## src/rtl/cart_mapper_pkg.sv

```systemverilog
package cart_mapper_pkg;

    localparam int CPU_AW      = 16;
    localparam int CPU_DW      = 8;
    localparam int NUM_MAIN    = 4;
    localparam int NUM_SUB     = 2;
    localparam int MAIN_PG_W   = 7;
    localparam int SUB_PG_W    = 8;
    localparam int MAIN_OFS_W  = 13;
    localparam int SUB_OFS_W   = 11;
    localparam int SRAM_AW     = 14;
    localparam int ROM_AW      = MAIN_PG_W + MAIN_OFS_W;
    localparam int MAIN_IDX_W  = $clog2(NUM_MAIN);
    localparam int SUB_IDX_W   = (NUM_SUB > 1) ? $clog2(NUM_SUB) : 1;

    localparam logic [MAIN_OFS_W-1:0] REG_OFS  = 13'h0FFF;
    localparam logic [CPU_AW-1:0]     SUB0_REG = 16'h77FF;
    localparam logic [CPU_AW-1:0]     SUB1_REG = 16'h7FFF;
    localparam logic [3:0]            OVL_NIB  = 4'h7;
    localparam logic [CPU_DW-1:0]     IDLE_BYTE = 8'hFF;

    typedef enum logic [1:0] {
        RG_NONE,
        RG_SRAM,
        RG_MAIN,
        RG_SUB
    } region_e;

    typedef struct packed {
        logic [NUM_MAIN-1:0][MAIN_PG_W-1:0] page;
        logic [NUM_SUB-1:0][SUB_PG_W-1:0]   sub;
        logic                               sram_on;
        logic                               ovl_on;
    } map_state_t;

    // window 0 starts at 0x4000, so the slot is address[15:13] minus two
    function automatic logic [MAIN_IDX_W-1:0] window_of(input logic [CPU_AW-1:0] a);
        logic [2:0] t;
        t = a[15:13] - 3'd2;
        return t[MAIN_IDX_W-1:0];
    endfunction

    function automatic logic in_rom_span(input logic [CPU_AW-1:0] a);
        return (a[15:14] == 2'b01) || (a[15:14] == 2'b10);
    endfunction

endpackage

```

## src/rtl/cart_bank_regs.sv

```systemverilog
module cart_bank_regs
    import cart_mapper_pkg::*;
(
    input  logic              clk,
    input  logic              rst,
    input  logic              wr,
    input  logic [CPU_AW-1:0] addr,
    input  logic [CPU_DW-1:0] wdata,
    output map_state_t        st
);

    logic is_sub0, is_sub1, is_main;
    logic [MAIN_IDX_W-1:0] slot;

    always_comb begin
        is_sub0 = wr && (addr == SUB0_REG);
        is_sub1 = wr && (addr == SUB1_REG);
        is_main = wr && in_rom_span(addr) && (addr[MAIN_OFS_W-1:0] == REG_OFS)
                  && !is_sub0 && !is_sub1;
        slot    = window_of(addr);
    end

    always_ff @(posedge clk) begin
        if (rst) begin
            st <= '0;
        end else begin
            if (is_sub0) st.sub[0] <= wdata;
            if (is_sub1) st.sub[NUM_SUB-1] <= wdata;
            if (is_main) begin
                st.page[slot] <= wdata[MAIN_PG_W-1:0];
                if (slot == 0) st.sram_on <= wdata[CPU_DW-1];
                if (slot == 1) st.ovl_on  <= wdata[CPU_DW-1];
            end
        end
    end

    p_reset_clear_r1: assert property (@(posedge clk) disable iff (rst)
        $past(rst) |-> (st == '0));

    p_bank0_load_r2: assert property (@(posedge clk) disable iff (rst)
        (wr && addr == 16'h4FFF) |=> (st.page[0] == $past(wdata[MAIN_PG_W-1:0])));

    p_sub_keeps_pages_r4: assert property (@(posedge clk) disable iff (rst)
        (wr && (addr == 16'h77FF || addr == 16'h7FFF)) |=> $stable(st.page));

    p_ovl_flag_r6: assert property (@(posedge clk) disable iff (rst)
        (wr && addr == 16'h6FFF) |=> (st.ovl_on == $past(wdata[CPU_DW-1])));

    p_sram_flag_r7: assert property (@(posedge clk) disable iff (rst)
        (wr && addr == 16'h4FFF) |=> (st.sram_on == $past(wdata[CPU_DW-1])));

endmodule

```

## src/rtl/cart_region_decode.sv

```systemverilog
module cart_region_decode
    import cart_mapper_pkg::*;
(
    input  logic [CPU_AW-1:0] addr,
    input  map_state_t        st,
    output region_e           region,
    output logic [ROM_AW-1:0] rom_addr
);

    logic                  sub_sel;
    logic [SUB_PG_W-1:0]   sub_pg;
    logic [MAIN_PG_W-1:0]  main_pg;

    always_comb begin
        sub_sel = addr[SUB_OFS_W];
        sub_pg  = sub_sel ? st.sub[NUM_SUB-1] : st.sub[0];
        main_pg = st.page[window_of(addr)];
        if (addr[15:14] == 2'b00) begin
            region   = st.sram_on ? RG_SRAM : RG_NONE;
            rom_addr = '0;
        end else if (addr[15:14] == 2'b11) begin
            region   = RG_NONE;
            rom_addr = '0;
        end else if (st.ovl_on && addr[15:12] == OVL_NIB) begin
            region   = RG_SUB;
            rom_addr = {1'b1, sub_pg, addr[SUB_OFS_W-1:0]};
        end else begin
            region   = RG_MAIN;
            rom_addr = {main_pg, addr[MAIN_OFS_W-1:0]};
        end
    end

endmodule

```

## src/rtl/cart_mapper.sv

```systemverilog
module cart_mapper
    import cart_mapper_pkg::*;
(
    input  logic               clk,
    input  logic               rst,
    input  logic [15:0]        bus_addr,
    input  logic [7:0]         bus_wdata,
    input  logic               bus_rd,
    input  logic               bus_wr,
    output logic [7:0]         bus_rdata,
    output logic [19:0]        rom_addr,
    output logic               rom_cs,
    input  logic [7:0]         rom_rdata,
    output logic [13:0]        sram_addr,
    output logic               sram_cs,
    output logic               sram_we,
    output logic [7:0]         sram_wdata,
    input  logic [7:0]         sram_rdata
);

    map_state_t st;
    region_e    region;

    cart_bank_regs u_regs (
        .clk   (clk),
        .rst   (rst),
        .wr    (bus_wr),
        .addr  (bus_addr),
        .wdata (bus_wdata),
        .st    (st)
    );

    cart_region_decode u_dec (
        .addr     (bus_addr),
        .st       (st),
        .region   (region),
        .rom_addr (rom_addr)
    );

    always_comb begin
        rom_cs     = bus_rd && (region == RG_MAIN || region == RG_SUB);
        sram_cs    = (bus_rd || bus_wr) && (region == RG_SRAM);
        sram_we    = bus_wr && (region == RG_SRAM);
        sram_addr  = bus_addr[SRAM_AW-1:0];
        sram_wdata = bus_wdata;
        if (rom_cs)
            bus_rdata = rom_rdata;
        else if (bus_rd && region == RG_SRAM)
            bus_rdata = sram_rdata;
        else
            bus_rdata = IDLE_BYTE;
    end

    p_overlay_upper_half_r5: assert property (@(posedge clk) disable iff (rst)
        (bus_rd && st.ovl_on && bus_addr[15:12] == 4'h7) |-> (rom_cs && rom_addr[19]));

    p_sram_we_gate_r8: assert property (@(posedge clk) disable iff (rst)
        sram_we |-> (st.sram_on && bus_wr && bus_addr[15:14] == 2'b00));

    p_unmapped_idle_r9: assert property (@(posedge clk) disable iff (rst)
        (bus_rd && bus_addr[15:14] == 2'b11) |-> (!rom_cs && !sram_cs && bus_rdata == 8'hFF));

    p_rom_span_r3: assert property (@(posedge clk) disable iff (rst)
        rom_cs |-> (bus_addr[15:14] == 2'b01 || bus_addr[15:14] == 2'b10));

endmodule

```

## config.mk

```make
export PLATFORM = sky130hd
export DESIGN_NAME = cart_mapper
export DESIGN_NICKNAME = d
export VERILOG_FILES = /design/src/rtl/cart_mapper_pkg.sv /design/src/rtl/cart_bank_regs.sv /design/src/rtl/cart_region_decode.sv /design/src/rtl/cart_mapper.sv
export SDC_FILE = /design/constraint.sdc
export NUM_CORES = 1
export LEC_CHECK = 0
export BUFFER_PORTS_ARGS = -buffer_cell sky130_fd_sc_hd__buf_2
export CELL_PAD_IN_SITES_DETAIL_PLACEMENT = 0
export CELL_PAD_IN_SITES_GLOBAL_PLACEMENT = 1
export CORE_MARGIN = 10
export CORE_UTILIZATION = 33
export DETAILED_ROUTE_END_ITERATION = 12
export PLACE_DENSITY_LB_ADDON = 0.15
export SLEW_MARGIN = 40
export SYNTH_ARGS = -nofsm -noshare
export SYNTH_HDL_FRONTEND = slang
export SYNTH_SLANG_ARGS = --single-unit
```

## constraint.sdc

```tcl
create_clock -name clk -period 1.6 [get_ports clk]
set_input_delay 0.08 -clock clk [delete_from_list [all_inputs] [get_ports clk]]
set_output_delay 0.08 -clock clk [all_outputs]
set_load 0.01 [all_outputs]
```

==> results.json <==
{
  "yosysSeqAreaShare_pct": 34.70,
  "crit_required_ns": 1.52,
  "area_growth_pct": 27.11,
  "diodes": 0,
  "nNetsFinal": 403,
  "drt_iter0_drc": 57,
  "critPathArrivalTime_ns": 1.47,
  "fp.dieW_um": 109.7,
  "critPathKind": "reg -> out",
  "die_h_um": 109.7,
  "startpoint_type": "register",
  "final_max_slew_viol_count": 0,
  "total_power_mw": 2.272,
  "yosysTopAreaCell": "dfxtp_1",
  "synth-seq-cells": 46,
  "path_delay_family": "simple AND/OR/NAND/NOR gates",
  "cts_buffers": 5,
  "num_vias": 2150,
  "post-place-ws_ns": -0.03446,
  "rsz0062_at_grt": "yes",
  "drive_gt1_share_pct": 43.14,
  "path_clk_slew_ns": 0.09,
  "grt_max_degree": 23,
  "grt_pass1_vias": 2181,
  "crit_slowest_cell": "dfxtp_2",
  "fp.coreArea_um2": 7767,
  "synth.avg_cell_area_um2": 9.939,
  "synth_cells": 267,
  "synth.area.top_cells": "dfxtp_1 (35%), mux2i_1 (20%), nand2b_1 (13%)",
  "stdcell_count": 459,
  "dp_cells": 448,
  "dp_hpwl_um": 5882,
  "max-cap-violations": 0,
  "synth.distinct_cells": 30,
  "postCtsHoldBufs": 0,
  "port_buffers": 96,
  "synth_top_area_share_pct": 34.70,
  "track_usage_pct": 12.24,
  "drt_pass1_iterations": 4,
  "top_register": "u_regs.st",
  "grt_overflow": 0,
  "cts_root_buffer": "clkbuf_8",
  "finalClockSkew_ns": 0,
  "routedWlPerCell_um": 16.93,
  "crit_chain": "and4_4 -> a22o_4 -> buf_4 -> and3_2 -> buf_2",
  "num_rows": 32,
  "antenna_found_initial": 0,
  "slew_headroom_pct": 77.68,
  "synthesis.nets": 314,
  "status": "complete, no violations",
  "routabilityCongestion": 0.7593,
  "avgViaCountPerCell": 4.684,
  "worstSetupEndpointType": "output pin",
  "top_regs": "u_regs.st: 46 flops",
  "setup_viol": 0,
  "wl_um": 7769,
  "hold_viol": 0,
  "hold_path.class": "in -> reg",
  "period_share_pct": 97.16,
  "layout_commonest_cell": "buf_2",
  "setup_slack_ns": 0.04550,
  "clock-sinks": 46,
  "clock_path_buffers": 2,
  "path_buf_inv": 2,
  "largest_reg_flops": 46,
  "grt_pass1_wl_um": 11670,
  "worstSkewPairLatency_ns": 0.29,
  "p_per_area_nw_per_um2": 673.4,
  "initial_core_util_pct": 34.17,
  "io_pins": 97,
  "syn_area_um2": 2654,
  "ctsHtreeMaxLevel": 2,
  "cts_tree": "built",
  "leakage_nw": 1.670,
  "die_area_um2": 12030,
  "ant_nets": 0,
  "drc": 0,
  "vdd_drop_max_uv": 448.6,
  "cp_max_fo": 3,
  "tightest_slew_ns": 0.3349,
  "cp_slowest_stage_delay_ns": 0.33,
  "ys_warn_count": 0,
  "max_freq_mhz": 643.3,
  "final.min_clock_period_ns": 1.554,
  "holdWs_ns": 0.2081,
  "mostFrequentLayoutCells": "buf_2 (96), nand2b_1 (55), mux2i_1 (53)"
}
stage by stage:
| stage | cell area (um^2) | util, % | setup TNS, ns |
|---|---|---|---|
| 3_3_place_gp | 3191 | 41.08 | -0.3070 |
| 3_5_place_dp | 3191 | 41.08 | -0.2541 |
| 5_1_grt | 3373 | 43.43 | -0.01803 |
| 4_1_cts | 3337 | 42.96 | 0 |
| 6_report | 3373 | 43.43 | 0 |
| 2_1_floorplan | 2661 | - | 0 |
final timing paths:
kind                                            startpoint                         end  slack [ns]  cells past startpoint
worst max-delay path             u_regs.st[0]$_SDFFE_PP0P_                     sram_we        0.05                      5
worst max register to register   u_regs.st[1]$_SDFFE_PP0P_   u_regs.st[1]$_SDFFE_PP0P_        1.00                      2
worst min register to register  u_regs.st[45]$_SDFFE_PP0P_  u_regs.st[45]$_SDFFE_PP0P_        0.48                      2
worst min-delay path                          bus_wdata[6]  u_regs.st[24]$_SDFFE_PP0P_        0.21                      3
kinds of logic after synthesis:
| group | after synthesis | synth area share, % |
|---|---|---|
| flops | 46 | 34.70 |
| simple gates | 97 | 22.77 |
| buf+inv | 42 | 9.571 |
| fa+ha+maj | 3 | 1.415 |
| compound gates | 19 | 5.610 |
| mux | 60 | 25.93 |
synth_stat cells, drive strengths merged:
cell type / instances
nand4: 3
o22a: 8
nand2: 4
mux2i: 53
clkbuf: 6
dfxtp: 46
nor4: 2
a21oi: 2
buf: 31
nand3: 4
nand3b: 3
mux4: 7
nor2: 10
nand2b: 55
o21ai: 1
and2: 12
inv: 5
a22o: 1
o211a: 1
and4: 1
and3: 2
or2: 1
a211oi: 6
ha: 3
metal layers:
| layer | up-vias | global-route usage, % | part of all wire (%) |
|---|---|---|---|
| met5 | - | 0 | 0 |
| met4 | 0 | 2.230 | 0.64 |
| met3 | 4 | 3.160 | 8.2 |
| met2 | 66 | 20.10 | 44 |
| met1 | 1002 | 15.96 | 47 |
| li1 | 1078 | - | - |
power by group:
group,switching (mW),internal [mW]
combinational,0.190,0.159
clock,0.422,0.356
sequential,0.00000467,1.14
total,0.612,1.66
repair_timing:
item / CTS / global route
setup endpoints to repair: 13 / 17
gates cloned: 0 / 1
buffers inserted: 2 / 0
resized for setup: 7 / 10
hold endpoints to repair: 0 / 0
pin swaps: 0 / 5
layout make-up:
| type | instances | area [um^2] |
|---|---|---|
| clock buffer | 6 | 82.58 |
| clock inverter | 2 | 16.27 |
| fill | 786 | 4394 |
| inverter | 5 | 18.77 |
| multi-input combinational | 179 | 1536 |
| sequential | 46 | 922.1 |
| tap | 102 | 127.6 |
| timing repair buffer | 119 | 669.4 |
worst register-to-register path: cells and delay by family, from the launching register on:
family | cells | cell delay, ns
AND/OR/NAND/NOR | 1 | 0.07
flip-flops | 1 | 0.36
multiplexers | 1 | 0.11
(Power assumes the default switching activity.)
